File: src/rtl/divcfg_pkg.sv
// Shared widths and the register-set type for the divider configuration block.
// Assumes the serial frame holds test bits, one gap bit, N bits and M bits.
package divcfg_pkg;
    parameter int M_PIN_W = 6;
    parameter int M_W     = 9;
    parameter int N_W     = 2;
    parameter int T_W     = 2;
    parameter int GAP_W   = 1;
    parameter int FRAME_W = T_W + GAP_W + N_W + M_W;

    typedef struct packed {
        logic [T_W-1:0] t;
        logic [N_W-1:0] n;
        logic [M_W-1:0] m;
    } cfg_t;
endpackage

File: src/rtl/cdc_sync.sv
// Multi-flop synchronizer for a vector of asynchronous pins.
// Assumes each bit is independent, or that the bits are held stable around
// the moments they are used. RST_VAL is the idle level of each pin.
module cdc_sync #(
    parameter int             W       = 1,
    parameter int             STAGES  = 2,
    parameter logic [W-1:0]   RST_VAL = '0
) (
    input  logic         clk,
    input  logic         rst_n,
    input  logic [W-1:0] d,
    output logic [W-1:0] q
);
    logic [W-1:0] stg [STAGES];

    // First stage samples the raw pins.
    always_ff @(posedge clk) begin
        if (!rst_n) stg[0] <= RST_VAL;
        else        stg[0] <= d;
    end

    genvar g;
    generate
        for (g = 1; g < STAGES; g++) begin : g_stage
            // Each later stage re-times the stage before it.
            always_ff @(posedge clk) begin
                if (!rst_n) stg[g] <= RST_VAL;
                else        stg[g] <= stg[g-1];
            end
        end
    endgenerate

    assign q = stg[STAGES-1];
endmodule

File: src/rtl/rise_det.sv
// Rising-edge detector for already-synchronized levels.
// Assumes the inputs come from the system-clock domain. Each rise is one cycle wide.
module rise_det #(
    parameter int           W       = 1,
    parameter logic [W-1:0] RST_VAL = '0
) (
    input  logic         clk,
    input  logic         rst_n,
    input  logic [W-1:0] lvl,
    output logic [W-1:0] rise
);
    logic [W-1:0] prev_q;

    // Remember last cycle's level so each edge is seen exactly once.
    always_ff @(posedge clk) begin
        if (!rst_n) prev_q <= RST_VAL;
        else        prev_q <= lvl;
    end

    assign rise = lvl & ~prev_q;

    p_single_pulse_r11: assert property (@(posedge clk) disable iff (!rst_n)
        (rise != '0) |=> ((rise & $past(rise)) == '0))
        else $error("R11: edge pulse lasted more than one cycle");
endmodule

File: src/rtl/frame_shifter.sv
// Serial configuration shift register. New bits enter at bit 0, so the first bit
// sent ends at the top. It exposes the decoded next value so that a commit in the
// same cycle as a shift uses the shifted contents.
module frame_shifter
    import divcfg_pkg::*;
(
    input  logic clk,
    input  logic rst_n,
    input  logic clr,
    input  logic shift_en,
    input  logic din,
    output cfg_t nxt_cfg
);
    logic [FRAME_W-1:0] sr_q;
    logic [FRAME_W-1:0] sr_nxt;

    // Next contents: shift left by one when a serial edge is accepted.
    always_comb begin
        sr_nxt = sr_q;
        if (shift_en) sr_nxt = {sr_q[FRAME_W-2:0], din};
    end

    // Register update; master clear empties the frame.
    always_ff @(posedge clk) begin
        if (!rst_n || clr) sr_q <= '0;
        else               sr_q <= sr_nxt;
    end

    // Decode the frame fields from the post-shift value.
    assign nxt_cfg.t = sr_nxt[FRAME_W-1 -: T_W];
    assign nxt_cfg.n = sr_nxt[M_W+N_W-1 -: N_W];
    assign nxt_cfg.m = sr_nxt[M_W-1:0];

    p_shift_in_r3: assert property (@(posedge clk) disable iff (!rst_n)
        (shift_en && !clr) |=> (sr_q[0] == $past(din)) &&
                               (sr_q[FRAME_W-1:1] == $past(sr_q[FRAME_W-2:0])))
        else $error("R3: shift did not move the frame by one bit");

    p_idle_hold_r3: assert property (@(posedge clk) disable iff (!rst_n)
        (!shift_en && !clr) |=> $stable(sr_q))
        else $error("R3: frame changed without a serial edge");
endmodule

File: src/rtl/div_regs.sv
// Divider and test-bit register set with priority between the two routes:
// master clear, then parallel follow, then serial commit, else hold.
// Assumes all controls are already synchronized.
module div_regs
    import divcfg_pkg::*;
(
    input  logic               clk,
    input  logic               rst_n,
    input  logic               mclr,
    input  logic               par_follow,
    input  logic [M_PIN_W-1:0] m_pin,
    input  logic [N_W-1:0]     n_pin,
    input  logic               commit,
    input  cfg_t               ser_cfg,
    output cfg_t               cfg_q,
    output logic               quiet_q
);
    localparam int PAD_W = M_W - M_PIN_W;

    // Reset-state flag follows the synchronized master clear.
    always_ff @(posedge clk) begin
        if (!rst_n) quiet_q <= 1'b0;
        else        quiet_q <= mclr;
    end

    // Register update in priority order.
    always_ff @(posedge clk) begin
        if (!rst_n || mclr) begin
            cfg_q <= '0;
        end else if (par_follow) begin
            cfg_q.t <= '0;
            cfg_q.n <= n_pin;
            cfg_q.m <= {{PAD_W{1'b0}}, m_pin};
        end else if (commit) begin
            cfg_q <= ser_cfg;
        end
    end

    p_mclr_clear_r9: assert property (@(posedge clk) disable iff (!rst_n)
        mclr |=> (cfg_q == '0) && quiet_q)
        else $error("R9: master clear did not clear the register set");

    p_par_upper_zero_r1: assert property (@(posedge clk) disable iff (!rst_n)
        (!mclr && par_follow) |=> (cfg_q.t == '0) && (cfg_q.m[M_W-1:M_PIN_W] == '0))
        else $error("R1: parallel route left upper M or test bits set");

    p_latched_hold_r8: assert property (@(posedge clk) disable iff (!rst_n)
        (!mclr && !par_follow && !commit) |=> $stable(cfg_q))
        else $error("R8: latched settings changed without a load");
endmodule

File: src/rtl/synth_divcfg.sv
// Top of the divider configuration register. It synchronizes every pin,
// detects serial clock and commit edges, shifts the frame and drives the
// register set. Assumes serial data is stable while the serial clock rises.
module synth_divcfg
    import divcfg_pkg::*;
(
    input  logic               clk,
    input  logic               rst_n,
    input  logic               clear_i,
    input  logic               par_latch_i,
    input  logic [M_PIN_W-1:0] fb_div_pin_i,
    input  logic [N_W-1:0]     out_div_pin_i,
    input  logic               ser_clk_i,
    input  logic               ser_commit_i,
    input  logic               ser_bit_i,
    output logic [M_W-1:0]     fb_div_o,
    output logic [N_W-1:0]     out_div_o,
    output logic [T_W-1:0]     test_o,
    output logic               quiet_o
);
    localparam int SYNC_STAGES = 2;
    localparam int DATA_W      = M_PIN_W + N_W + 1;

    logic [3:0]         ctl_s;
    logic [DATA_W-1:0]  dat_s;
    logic [1:0]         edge_r;
    logic               mclr_s, latch_s, sclk_s, commit_s;
    logic [M_PIN_W-1:0] m_pin_s;
    logic [N_W-1:0]     n_pin_s;
    logic               bit_s;
    logic               serial_ok, shift_en, commit;
    cfg_t               ser_cfg, cfg_q;

    // Control pins; the latch pin idles high.
    cdc_sync #(.W(4), .STAGES(SYNC_STAGES), .RST_VAL(4'b0100)) i_ctl_sync (
        .clk(clk), .rst_n(rst_n),
        .d({clear_i, par_latch_i, ser_commit_i, ser_clk_i}), .q(ctl_s));

    // Data pins share the control latency so that they stay aligned.
    cdc_sync #(.W(DATA_W), .STAGES(SYNC_STAGES), .RST_VAL('0)) i_dat_sync (
        .clk(clk), .rst_n(rst_n),
        .d({fb_div_pin_i, out_div_pin_i, ser_bit_i}), .q(dat_s));

    assign {mclr_s, latch_s, commit_s, sclk_s} = ctl_s;
    assign {m_pin_s, n_pin_s, bit_s}           = dat_s;

    rise_det #(.W(2), .RST_VAL(2'b00)) i_edges (
        .clk(clk), .rst_n(rst_n), .lvl({commit_s, sclk_s}), .rise(edge_r));

    // Serial route is live only with the latch high and no master clear.
    assign serial_ok = latch_s && !mclr_s;
    assign shift_en  = serial_ok && edge_r[0];
    assign commit    = serial_ok && (edge_r[1] || (commit_s && edge_r[0]));

    frame_shifter i_shift (
        .clk(clk), .rst_n(rst_n), .clr(mclr_s), .shift_en(shift_en),
        .din(bit_s), .nxt_cfg(ser_cfg));

    div_regs i_regs (
        .clk(clk), .rst_n(rst_n), .mclr(mclr_s), .par_follow(!latch_s),
        .m_pin(m_pin_s), .n_pin(n_pin_s), .commit(commit), .ser_cfg(ser_cfg),
        .cfg_q(cfg_q), .quiet_q(quiet_o));

    assign fb_div_o  = cfg_q.m;
    assign out_div_o = cfg_q.n;
    assign test_o    = cfg_q.t;

    p_quiet_zero_r9: assert property (@(posedge clk) disable iff (!rst_n)
        quiet_o |-> (fb_div_o == '0) && (out_div_o == '0) && (test_o == '0))
        else $error("R9: outputs nonzero while reset-state flag is up");
endmodule

File: config.mk
export PLATFORM = sky130hd
export DESIGN_NAME = synth_divcfg
export DESIGN_NICKNAME = d
export VERILOG_FILES = /design/src/rtl/divcfg_pkg.sv /design/src/rtl/cdc_sync.sv /design/src/rtl/rise_det.sv /design/src/rtl/frame_shifter.sv /design/src/rtl/div_regs.sv /design/src/rtl/synth_divcfg.sv
export SDC_FILE = /design/constraint.sdc
export NUM_CORES = 1
export LEC_CHECK = 0
export ABC_CLOCK_PERIOD_IN_PS = 1380
export CORE_ASPECT_RATIO = 1.5
export CORE_MARGIN = 8
export CORE_UTILIZATION = 35
export DETAILED_ROUTE_END_ITERATION = 7
export GPL_ROUTABILITY_DRIVEN = 0
export PLACE_DENSITY = 0.55
export SLEW_MARGIN = 20
export SYNTH_ARGS = -nofsm -noshare
export SYNTH_HDL_FRONTEND = slang
export SYNTH_SLANG_ARGS = --single-unit
File: constraint.sdc
create_clock -name clk -period 1.38 [get_ports clk]
set_input_delay 0.276 -clock clk [delete_from_list [all_inputs] [get_ports clk]]
set_output_delay 0.276 -clock clk [all_outputs]
set_load 0.01 [all_outputs]
---- Word-level counts from Yosys, hierarchy flattened ----
Memory sizes are Yosys's and may differ from the RTL's.
Index checks and enable logic that the tools add are counted.
word-level totals
  register bits after elaboration ......... 30
  latch bits .............................. 0
  RAM bits ................................ 26
  memory bits (read-only) ................. 0
  output and inout bits ................... 14
  word-level logic and storage cells ...... 36
  memories ................................ 2
memory list
  memory          depth  width  rd ports  clocked after memory_dff  wr ports  line            text
  i_dat_sync.stg  2      9      2         0                         2         cdc_sync.sv:14  logic [W-1:0] stg [STAGES];
  i_ctl_sync.stg  2      4      2         0                         2         cdc_sync.sv:14
operators by class
  add/sub/neg operators ................... 0
  multipliers ............................. 0
  divide/modulo/power cells ............... 0
  order comparisons ....................... 0
  eq/ne operators ......................... 1
  shifts and indexed selects .............. 0
  muxes and demuxes ....................... 9
  bitwise logic cells ..................... 7
  reductions and logical operators ........ 9
operator list
  operator                                                                 number
  11-bit 2-to-1 mux                                                        2
  9-bit 2-to-1 mux                                                         2
  14-bit 2-to-1 mux                                                        1
  4-bit 2-to-1 mux                                                         2
  1-bit logical AND                                                        4
  1-bit OR                                                                 4
  2-bit bitwise AND                                                        1
  1-bit zero test                                                          2
  1-bit logical OR                                                         2
  1-bit 2-to-1 mux                                                         2
  2-bit by 1-bit inequality test with 1-bit output, second input constant  1
  2-bit NOT                                                                1
  2-bit OR reduction                                                       1
  1-bit NOT                                                                1

---- Depth between registers and ports, before layout ----
Gate-level depths: netlist of the first run.
  depth after elaboration ................. 7
  depth in mapped cells ................... 6
  gate-level depth less buffers ........... 4

---- Modules after synthesis ----
From an unflattened synthesis of the first run, not the netlist that was laid out.
second synthesis, totals
  cell total of the unflattened synthesis .. 163
  area, all modules ....................... 2,034.5 um^2
by module, submodules not included
  module                 instances  cells each  area an instance (um^2)
  frame_shifter          1          45          609.3
  div_regs               1          55          601.8
  cdc_sync (i_dat_sync)  1          37          501.7
  cdc_sync (i_ctl_sync)  1          16          210.2
  rise_det               1          6           80.1
  synth_divcfg           1          4           31.3

---- Worst setup path before layout of the first run ----
No wires, ideal clock.
  path kind ............................... reg2reg
  start ................................... register i_edges.prev_q[0]
  end ..................................... register, netlist name i_regs.cfg_q[11]
  library setup time ...................... 123 ps
  arrival ................................. 1,085 ps
  data required time ...................... 1,257 ps
  slack ................................... 172 ps
  stages on the path, launching flop included .. 6
  path buffers ............................ 1
  period minus slack after synthesis ...... 1,208 ps
  cells stage by stage .................... dfxtp_1 and2b_1 buf_4 or3_1 o21ai_0 a211oi_1
on the way
  word-level cells in the longest chain between the ends .. 5
  elaborated cells between the ends (all ways) .. 7
  those cells by class .................... 1 x mux; 2 x bitwise; 4 x reduce/logical
ends and longest elaborated chain
  item                    line                text
  start, declared         rise_det.sv:12      logic [W-1:0] prev_q;
  start signal, assigned  rise_det.sv:17      else prev_q <= lvl;
  2-bit NOT (*)           rise_det.sv:20      assign rise = lvl & ~prev_q;
  2-bit bitwise AND (*)   rise_det.sv:20
  1-bit logical AND       synth_divcfg.sv:53  assign commit = serial_ok && (edge_r[1] || (commit_s && edge_r[0]));
  1-bit logical OR        synth_divcfg.sv:53
  1-bit logical AND       synth_divcfg.sv:53
Every way passes the cells marked *; elsewhere a longest branch is shown, timed or not.
A chain may end at the register's enable or synchronous reset.

---- Final worst setup path of the first run ----
  start ................................... register i_edges.prev_q[0]
  end ..................................... register, netlist name i_regs.cfg_q[12]
on the way
  word-level cells in the longest chain between the ends .. 5
  elaborated cells between the ends (all ways) .. 7
  those cells by class .................... 1 x mux; 2 x bitwise; 4 x reduce/logical
ends and longest elaborated chain
  item                   line
  2-bit NOT (*)          rise_det.sv:20
  2-bit bitwise AND (*)  rise_det.sv:20
  1-bit logical AND      synth_divcfg.sv:53
  1-bit logical OR       synth_divcfg.sv:53
  1-bit logical AND      synth_divcfg.sv:53
Marked as above.

==> results.json, run 1 <==
{
  "synth.most_common_cell": "dfxtp_1",
  "crit_slowest_cell": "dfxtp_1",
  "portBuffers": 28,
  "reg2reg_from": "i_edges.prev_q[0]",
  "startpoint_type": "flip-flop",
  "skew_ps": 5.62,
  "cts_buffer_depth": 2,
  "worst_slew_pin_slew_ps": 352,
  "synth-seq-cells": 56,
  "nets": 256,
  "rsz0062_at_grt": "false",
  "crit_start": "i_edges.prev_q[0]",
  "synth_top_area_share_pct": 57.3,
  "path_class": "reg2reg",
  "firstDrtPassIters": 4,
  "hp-class": "reg2reg",
  "synth_top_flop_cell": "dfxtp_1",
  "power.share.sequential_pct": 60.2,
  "htree_levels": 2,
  "r2r_setup_slack_ps": 100,
  "critical_path.cell_chain": "and2b_1 > buf_4 > or3_1 > o21ai_0 > a211oi_1",
  "utilization_pct": 45.1,
  "p_per_area_nw_per_um2": 1130,
  "rr_worst_depth": 5,
  "synth_area_leader_cell": "dfxtp_1",
  "place_ws_ps": -271,
  "dieHeight_um": 108,
  "first_iter_violations": 104,
  "design.die.area_um2": 8290,
  "fmax_mhz": 779,
  "path_max_fanout": 10,
  "path_clk_slew_ps": 100,
  "ant_nets": 0,
  "layout.cells.non_filler": 312,
  "postSynthAreaPerCell_um2": 9.59,
  "peakVddDrop_mv": 0.557,
  "hold_violations": 0,
  "slew_violations": 0,
  "cts_tree": "built",
  "timing.final.ws_setup_ps": 96.6,
  "place_inst": 304,
  "fin_crit_ps": 1280,
  "cts_root_buf": "clkbuf_8",
  "grt_util_all_layers_pct": 9.78,
  "syn2layout_area_growth_pct": 25.6,
  "syn-num-nets": 219,
  "synth_cell_types": 22,
  "p_leak_nw": 0.962,
  "synth_edf_count": 0,
  "wirelength_um": 3700,
  "synthCells": 204,
  "cp-end-kind": "flip-flop",
  "diodes": 0,
  "fin_crit_sh_pct": 93.0,
  "drv_cap": 0,
  "synthTopCellsByCount": "dfxtp_1, nand2_1, and2_1",
  "rr_endpoint": "i_regs.cfg_q[12]",
  "dieWidth_um": 77.1,
  "whs_ps": 413,
  "critPathMaxStageDelay_ps": 340,
  "async_reset_ff_share_pct": 0,
  "power.switching_uw": 648,
  "cts_buffers": 5,
  "clock-sinks": 56,
  "num_vias": 1418,
  "setup_viol": 0,
  "yosys-top-cells-area": "dfxtp_1, and2_1, nand2_1",
  "internal_power_mw": 2.14,
  "p_total_mw": 2.78,
  "combPwrFrac_pct": 7.0,
  "mappedNetlistArea_um2": 1960,
  "worst_ep_required_time_ps": 1580,
  "postCtsSetupRepairBufs": 0,
  "ioPinCount": 29,
  "status": "finished clean",
  "grt_overflow": 0,
  "hold_buffers": 0,
  "relSlewSlack_pct": 76.5,
  "cp-endpoint": "i_regs.cfg_q[12]",
  "initial_core_util_pct": 35.9,
  "avgViaCountPerCell": 4.54,
  "cp.depth": 5,
  "drcViolationCount": 0,
  "crit_buf_inv": 1,
  "clkPwrFrac_pct": 32.8,
  "power_switching_share_pct": 23.3,
  "layout-drive-gt1-share_pct": 11.6,
  "dp_hpwl_um": 2680,
  "synth-seq-area-share_pct": 57.3,
  "wire_per_inst_um": 11.8,
  "crit_family": "simple AND/OR/NAND/NOR gates",
  "antenna_found_initial": 0,
  "ys_warn_count": 0,
  "grt_max_degree": 24,
  "grt_pass1_wl_um": 6610,
  "crit_arrival_ps": 1480,
  "core_um2": 5450,
  "num_rows": 33,
  "first_global_vias": 1464,
  "clk_latency_ps": 310
}
metal layers:
metal	wire length [um]	track usage (%)	part of all wire (%)
met1	1700	10.6	46
met2	1800	16.4	49
met3	105	2.51	2.8
met4	93	6.64	2.5
met5	0	0	0
kinds of logic (layout without fill, tap and decap cells):
family / Yosys count / after routing / synth area share (%)
flops: 56 / 56 / 57.3
buf+inv: 11 / 49 / 2.81
compound gates: 42 / 42 / 14.3
simple gates: 95 / 95 / 25.6
worst reg2reg max path, cell delays in order (launching register included):
cell,delay (ps)
dfxtp_1,340
and2b_1,200
buf_4,170
or3_1,300
o21ai_0,80
a211oi_1,90
placed cells by master, fill, tap and decap left out:
cell             instances
dfxtp_1                 56
inv_6                    1
a211o_1                  1
nand2_1                 37
and2_2                   1
and2_1                  27
and3b_1                  1
clkinv_4                 2
dlygate4sd2_1           14
o21ai_0                  5
and2b_1                  2
or3_1                    5
buf_4                   13
a211oi_1                 5
nor2_1                   5
nor3b_1                  1
a21oi_1                 22
a21boi_4                 1
nand2b_1                 4
a21oi_4                  1
clkbuf_8                 5
nand3b_1                 8
nand2_2                  3
a221o_1                  7
clkdlybuf4s50_1         14
nor2_2                   1
per-stage QoR:
step           area (um2)  setup TNS [ps]
6_report             2460               0
5_1_grt              2460               0
4_1_cts              2440               0
3_5_place_dp         2370           -3090
3_3_place_gp         2370           -2620
2_1_floorplan        1960               0
worst min-delay path by stage:
stage | startpoint | cells after the start | slack, ps | end
after global placement | i_ctl_sync.stg[0][2] | 1 | 390 | i_ctl_sync.stg[1][2]
final | i_ctl_sync.stg[0][2] | 1 | 410 | i_ctl_sync.stg[1][2]
after CTS | i_ctl_sync.stg[0][2] | 1 | 420 | i_ctl_sync.stg[1][2]
after detailed placement | i_ctl_sync.stg[0][2] | 1 | 390 | i_ctl_sync.stg[1][2]
after floorplan | par_latch_i | 1 | 380 | i_ctl_sync.stg[0][2]
after global routing | i_ctl_sync.stg[0][2] | 1 | 430 | i_ctl_sync.stg[1][2]
registers in the layout (all words and copies together) (netlist names):
name and cells:
i_regs.quiet_q 1, i_shift.sr_q 14, i_regs.cfg_q 13, i_edges.prev_q 2
i_dat_sync.stg 18, i_ctl_sync.stg 8
timing repair:
| action | in CTS | in global routing |
|---|---|---|
| cloned | 0 | 0 |
| resized for setup | 14 | 3 |
| endpoints found under the setup margin | 14 | 8 |
cell type report:
type                            count  area [um2]
Fill cell                         564        2990
Sequential cell                    56        1120
Multi-Input combinational cell    137         793
Timing Repair Buffer               41         360
Tap cell                           70        87.6
Clock buffer                        5        68.8
Clock inverter                      3        26.3
power groups by stage:
stage / Sequential, mW / Clock, mW / Combinational (mW)
3_5_place_dp: 1.71 / 0 / 0.200
6_report: 1.68 / 0.914 / 0.194
5_1_grt: 1.68 / 1.03 / 0.216
2_1_floorplan: 1.71 / 0 / 0.101
4_1_cts: 1.68 / 0.959 / 0.194
3_3_place_gp: 1.71 / 0 / 0.199
(Power assumes the default switching activity.)
==> inputs of run 2 (changes only) <==
--- a/config.mk
+++ b/config.mk
@@ -11,6 +11,7 @@
 export CORE_UTILIZATION = 35
 export DETAILED_ROUTE_END_ITERATION = 7
 export GPL_ROUTABILITY_DRIVEN = 0
+export MAX_ROUTING_LAYER = met4
 export PLACE_DENSITY = 0.55
 export SLEW_MARGIN = 20
 export SYNTH_ARGS = -nofsm -noshare
==> results.json, run 2 (synthesized netlist as in run 1, its figures left out) <==
{
  "drcViolationCount": 0,
  "crit_buf_inv": 1,
  "layout-drive-gt1-share_pct": 11.6,
  "final_common_cell": "dfxtp_1",
  "skew_ps": 7.54,
  "core_um2": 5450,
  "fin_crit_ps": 1280,
  "min-delay-start": "i_ctl_sync.stg[0][2]",
  "cts_buffers": 5,
  "diodes": 0,
  "design.die.area_um2": 8290,
  "syn2layout_area_growth_pct": 25.6,
  "place_inst": 304,
  "reg_top3": "i_dat_sync.stg (18), i_shift.sr_q (14), i_regs.cfg_q (13)",
  "portBuffers": 28,
  "clock-sinks": 56,
  "crit_start": "i_edges.prev_q[0]",
  "nets": 256,
  "rr_worst_depth": 5,
  "tns_ps": 0,
  "wirelength_um": 3710,
  "reg2reg_from": "i_edges.prev_q[0]",
  "ant_nets": 0,
  "initial_core_util_pct": 35.9,
  "clk_latency_ps": 310,
  "cp-end-kind": "flip-flop",
  "path_class": "reg2reg",
  "hp-class": "reg2reg",
  "dieHeight_um": 108,
  "final_cell_mix": "dfxtp_1, nand2_1, and2_1",
  "critical_path.cell_chain": "and2b_1 > buf_4 > or3_1 > o21ai_0 > a211oi_1",
  "cts_tree": "built",
  "path_max_fanout": 10,
  "num_rows": 33,
  "fin_crit_sh_pct": 93.0,
  "grt_util_all_layers_pct": 10.1,
  "path_clk_slew_ps": 100,
  "crit_family": "simple AND/OR/NAND/NOR gates",
  "largest_register": "i_dat_sync.stg",
  "r2r_setup_slack_ps": 100,
  "drv_cap": 0,
  "min_to": "i_ctl_sync.stg[1][2]",
  "relSlewSlack_pct": 76.8,
  "htree_levels": 2,
  "first_global_vias": 1465,
  "avgViaCountPerCell": 4.51,
  "cts_buffer_depth": 2,
  "postCtsSetupRepairBufs": 0,
  "p_leak_nw": 0.962,
  "firstDrtPassIters": 4,
  "status": "finished clean",
  "hold_depth": 1,
  "rsz0062_at_grt": "false",
  "first_iter_violations": 103,
  "dieWidth_um": 77.1,
  "num_vias": 1407,
  "setup_viol": 0,
  "hold_violations": 0,
  "fmax_mhz": 779,
  "worst_slew_pin_slew_ps": 348,
  "largest_register_ffs": 18,
  "slew_violations": 0,
  "layout.cells.non_filler": 312,
  "crit_slowest_cell": "dfxtp_1",
  "ioPinCount": 29,
  "grt_max_degree": 24,
  "startpoint_type": "flip-flop",
  "fillCellCount": 564,
  "antenna_found_initial": 0,
  "cts_root_buf": "clkbuf_8",
  "crit_arrival_ps": 1480,
  "p_per_area_nw_per_um2": 1140,
  "peakVddDrop_mv": 0.561,
  "grt_overflow": 0,
  "worst_ep_required_time_ps": 1580,
  "rr_endpoint": "i_regs.cfg_q[12]",
  "wire_per_inst_um": 11.9,
  "critPathMaxStageDelay_ps": 340,
  "dp_hpwl_um": 2680,
  "grt_pass1_wl_um": 6610
}
[run 2: cell counts in the layout (fill, tap and decap cells not counted)]
No cell type changed its count.
[run 2: per-stage QoR]
stage | worst slack, ps | cell area, um2 | util [%] | hold slack [ps] | power (mW)
final | 96.3 | 2460 | 45.1 | 413 | 2.79
after floorplan | 172 | 1960 | - | 377 | 1.81
after global routing | 0.154 | 2460 | 45.1 | 425 | 2.94
after global placement | -252 | 2370 | 43.4 | 392 | 1.91
after detailed placement | -271 | 2370 | 43.4 | 391 | 1.91
after CTS | 60.4 | 2440 | 44.9 | 416 | 2.83
[run 2: layout make-up]
| type | count | area (um2) | share of cell area (%) |
|---|---|---|---|
| flip-flops and latches | 56 | 1120 | 45.6 |
| multi-input cells | 137 | 793 | 32.3 |
| repair buffers | 41 | 360 | 14.7 |
| well taps | 70 | 87.6 | 3.56 |
| clock buffers | 5 | 68.8 | 2.80 |
| clock inverters | 3 | 26.3 | 1.07 |
[run 2: what timing repair did]
| item | 4_1_cts | 5_1_grt |
|---|---|---|
| setup endpoints to repair | 14 | 7 |
| hold buffers | 0 | 0 |
| gates cloned | 0 | 0 |
| gates resized for setup | 14 | 3 |
| pin swaps | 0 | 0 |
[run 2: how the worst max path moves through the flow]
stage,to,slack [ps],cells past startpoint
final,i_regs.cfg_q[12],100,5
after global placement,i_regs.cfg_q[3],-250,5
after CTS,i_regs.cfg_q[9],60,5
after detailed placement,i_regs.cfg_q[9],-270,5
after global routing,i_regs.cfg_q[12],0.2,5
after floorplan,i_regs.cfg_q[11],170,5
[run 2: worst reg2reg max path, stage by stage (launching register included)]
cell and delay (ps):
dfxtp_1 340, and2b_1 200, buf_4 170, or3_1 300, o21ai_0 80, a211oi_1 90
[run 2: power breakdown]
group | internal, mW | switching, mW | leakage [nW]
registers | 1.66 | 0.0163 | 0.457
clock network | 0.371 | 0.550 | 0.0487
logic | 0.106 | 0.0882 | 0.455
total | 2.14 | 0.655 | 0.962
[run 2: routing by layer]
layer | GRT usage [%] | wire, um | part of all wire [%]
met5 | - | 0 | 0
met1 | 10.8 | 1730 | 47
met4 | 6.64 | 92 | 2.5
met2 | 16.3 | 1790 | 48
met3 | 2.42 | 92 | 2.5
==> inputs of run 3 (changes only) <==
--- a/config.mk
+++ b/config.mk
@@ -12,8 +12,9 @@
 export DETAILED_ROUTE_END_ITERATION = 7
 export GPL_ROUTABILITY_DRIVEN = 0
 export MAX_ROUTING_LAYER = met4
-export PLACE_DENSITY = 0.55
-export SLEW_MARGIN = 20
+export PLACE_DENSITY = 0.54
+export SLEW_MARGIN = 0
 export SYNTH_ARGS = -nofsm -noshare
 export SYNTH_HDL_FRONTEND = slang
+export SYNTH_HIERARCHICAL = 1
 export SYNTH_SLANG_ARGS = --single-unit
==> results.json, run 3 <==
{
  "layout-drive-gt1-share_pct": 30.2,
  "crit_family": "multiplexers",
  "globalRouteMet3Util_pct": 2.86,
  "p_leak_nw": 1.06,
  "path_class": "reg2reg",
  "violations": "setup timing",
  "final_common_cell": "dfxtp_1",
  "synthTopCellsByCount": "dfxtp_1, nor2b_1, and2_2, mux2i_1, and2_1",
  "hold_depth": 1,
  "p_total_mw": 2.78,
  "fin_crit_ps": 1560,
  "crit_arrival_ps": 1730,
  "wirelength_um": 3630,
  "syn-num-nets": 178,
  "synth.most_common_cell": "dfxtp_1",
  "power_switching_share_pct": 21.1,
  "num_vias": 1199,
  "path_max_fanout": 7,
  "wire_per_inst_um": 13.1,
  "startpoint_type": "flip-flop",
  "clk_latency_ps": 290,
  "cts_buffers": 5,
  "gr-usage-met2_pct": 16.8,
  "syn2layout_area_growth_pct": 27.3,
  "grt_util_all_layers_pct": 9.42,
  "crit_slowest_cell": "dfxtp_2",
  "peakVddDrop_mv": 0.579,
  "postSynthAreaPerCell_um2": 12.5,
  "min_to": "i_ctl_sync/stg[1][2]",
  "rr_endpoint": "i_regs/cfg_q[10]",
  "critical_path.cell_chain": "nor2b_4 > nor3b_4 > buf_6 > mux2_4 > mux2i_2 > a211oi_2",
  "mappedNetlistArea_um2": 2030,
  "num_rows": 34,
  "cp.depth": 6,
  "reg_top3": "i_dat_sync/stg (18), i_shift/sr_q (14), i_regs/cfg_q (13)",
  "slew_violations": 0,
  "yosys-top-cells-area": "dfxtp_1, mux2i_1, mux2_4",
  "internal_power_mw": 2.20,
  "synth_cell_types": 23,
  "avgViaCountPerCell": 4.33,
  "worst_slew_pin_slew_ps": 320,
  "power.switching_uw": 586,
  "synth-seq-cells": 56,
  "combPwrFrac_pct": 8.2,
  "drcViolationCount": 0,
  "antenna_found_initial": 0,
  "cts_root_buf": "clkbuf_8",
  "grtUsageMet1_pct": 9.14,
  "whs_ps": 413,
  "synth_edf_count": 0,
  "min-delay-start": "i_ctl_sync/stg[0][2]",
  "fin_crit_sh_pct": 113,
  "crit_buf_inv": 1,
  "portBuffers": 28,
  "hp-class": "reg2reg",
  "p_per_area_nw_per_um2": 1070,
  "async_reset_ff_share_pct": 0,
  "setup_viol": 26,
  "initial_core_util_pct": 35.7,
  "hold_buffers": 0,
  "final_cell_mix": "dfxtp_1, and2_2, nor2b_1, clkdlybuf4s50_1, dlygate4sd2_1",
  "skew_ps": 3.42,
  "r2r_setup_slack_ps": -180,
  "globalRoute.busiestLayer": "met2",
  "synth_top_flop_cell": "dfxtp_1",
  "drv_cap": 0,
  "htree_levels": 2,
  "synth_top_area_share_pct": 55.1,
  "grt_max_degree": 30,
  "largest_register": "i_dat_sync/stg",
  "first_iter_violations": 27,
  "path_clk_slew_ps": 90,
  "nets": 219,
  "timing.final.ws_setup_ps": -176,
  "cts_buffer_depth": 2,
  "rr_worst_depth": 6,
  "core_um2": 5700,
  "diodes": 0,
  "clock-sinks": 56,
  "fillCellCount": 550,
  "power.share.sequential_pct": 60.4,
  "worst_ep_required_time_ps": 1560,
  "fmax_mhz": 643,
  "hold_violations": 0,
  "critPathMaxStageDelay_ps": 330,
  "rsz0062_at_grt": "true",
  "dp_hpwl_um": 2590,
  "status": "finished with violations",
  "grt_overflow": 0,
  "largest_register_ffs": 18,
  "clkPwrFrac_pct": 31.4,
  "cts_tree": "built",
  "design.die.area_um2": 8560,
  "synthCells": 163,
  "ant_nets": 0,
  "reg2reg_from": "i_ctl_sync/stg[1][0]",
  "dieHeight_um": 109,
  "synth-seq-area-share_pct": 55.1,
  "ys_warn_count": 6,
  "dieWidth_um": 78.3,
  "ioPinCount": 29,
  "firstDrtPassIters": 3,
  "grt_pass1_wl_um": 6140,
  "synth_area_leader_cell": "dfxtp_1",
  "first_global_vias": 1289,
  "relSlewSlack_pct": 78.6,
  "cp-end-kind": "flip-flop"
}
## run 3: logic make-up (layout without fill, tap and decap cells)
logic type             count (synthesis)  after routing  share of synthesized area [%]
and+or+nand+nor                       62             62                           22.3
DFF                                   56             56                           55.1
AOI/OAI and AO/OA                      9              9                           3.20
buffers and inverters                  9             51                           3.63
muxes                                 27             27                           15.7
## run 3: per-layer routing
layer	wire length (um)	part of all wire, %
met1	1520	42
met2	1950	54
met5	0	0
met3	131	3.6
met4	35	0.96
## run 3: power groups by stage
stage / logic (mW) / registers, mW / clock network, mW
final: 0.229 / 1.68 / 0.874
after global routing: 0.249 / 1.69 / 0.993
after CTS: 0.239 / 1.68 / 0.919
after detailed placement: 0.232 / 1.72 / 0
after global placement: 0.227 / 1.72 / 0
after floorplan: 0.116 / 1.72 / 0
## run 3: worst max-delay path by stage
stage,start,endpoint
after floorplan,i_ctl_sync/stg[1][0],i_regs/cfg_q[2]
after global placement,i_ctl_sync/stg[1][0],i_regs/cfg_q[10]
after detailed placement,i_ctl_sync/stg[1][0],i_regs/cfg_q[10]
after CTS,i_ctl_sync/stg[1][0],i_regs/cfg_q[3]
after global routing,i_ctl_sync/stg[1][0],i_regs/cfg_q[3]
final,i_ctl_sync/stg[1][0],i_regs/cfg_q[10]
## run 3: area by class of cell
type / count / area [um2] / area share (%)
Clock buffer: 6 / 82.6 / 3.19
Clock inverter: 2 / 10.0 / 0.386
Inverter: 2 / 7.51 / 0.290
Multi-Input combinational cell: 98 / 885 / 34.2
Sequential cell: 56 / 1120 / 43.3
Tap cell: 72 / 90.1 / 3.48
Timing Repair Buffer: 41 / 393 / 15.2
## run 3: metrics by stage
step	util [%]	area, um2	TNS, ps	setup slack (ps)	instances
floorplan	-	2040	-2010	-153	163
global placement	43.1	2460	-1570	-145	266
detailed placement	43.1	2460	-2760	-206	266
CTS	45.6	2600	-3590	-211	278
global route	45.4	2590	-4540	-270	277
finish	45.4	2590	-2140	-176	277
## run 3: timing repair
action | 4_1_cts | 5_1_grt
pin swaps | 3 | 4
setup buffers | 3 | 1
gates resized for setup | 20 | 6
setup endpoints to repair | 40 | 27
cloned | 1 | 0
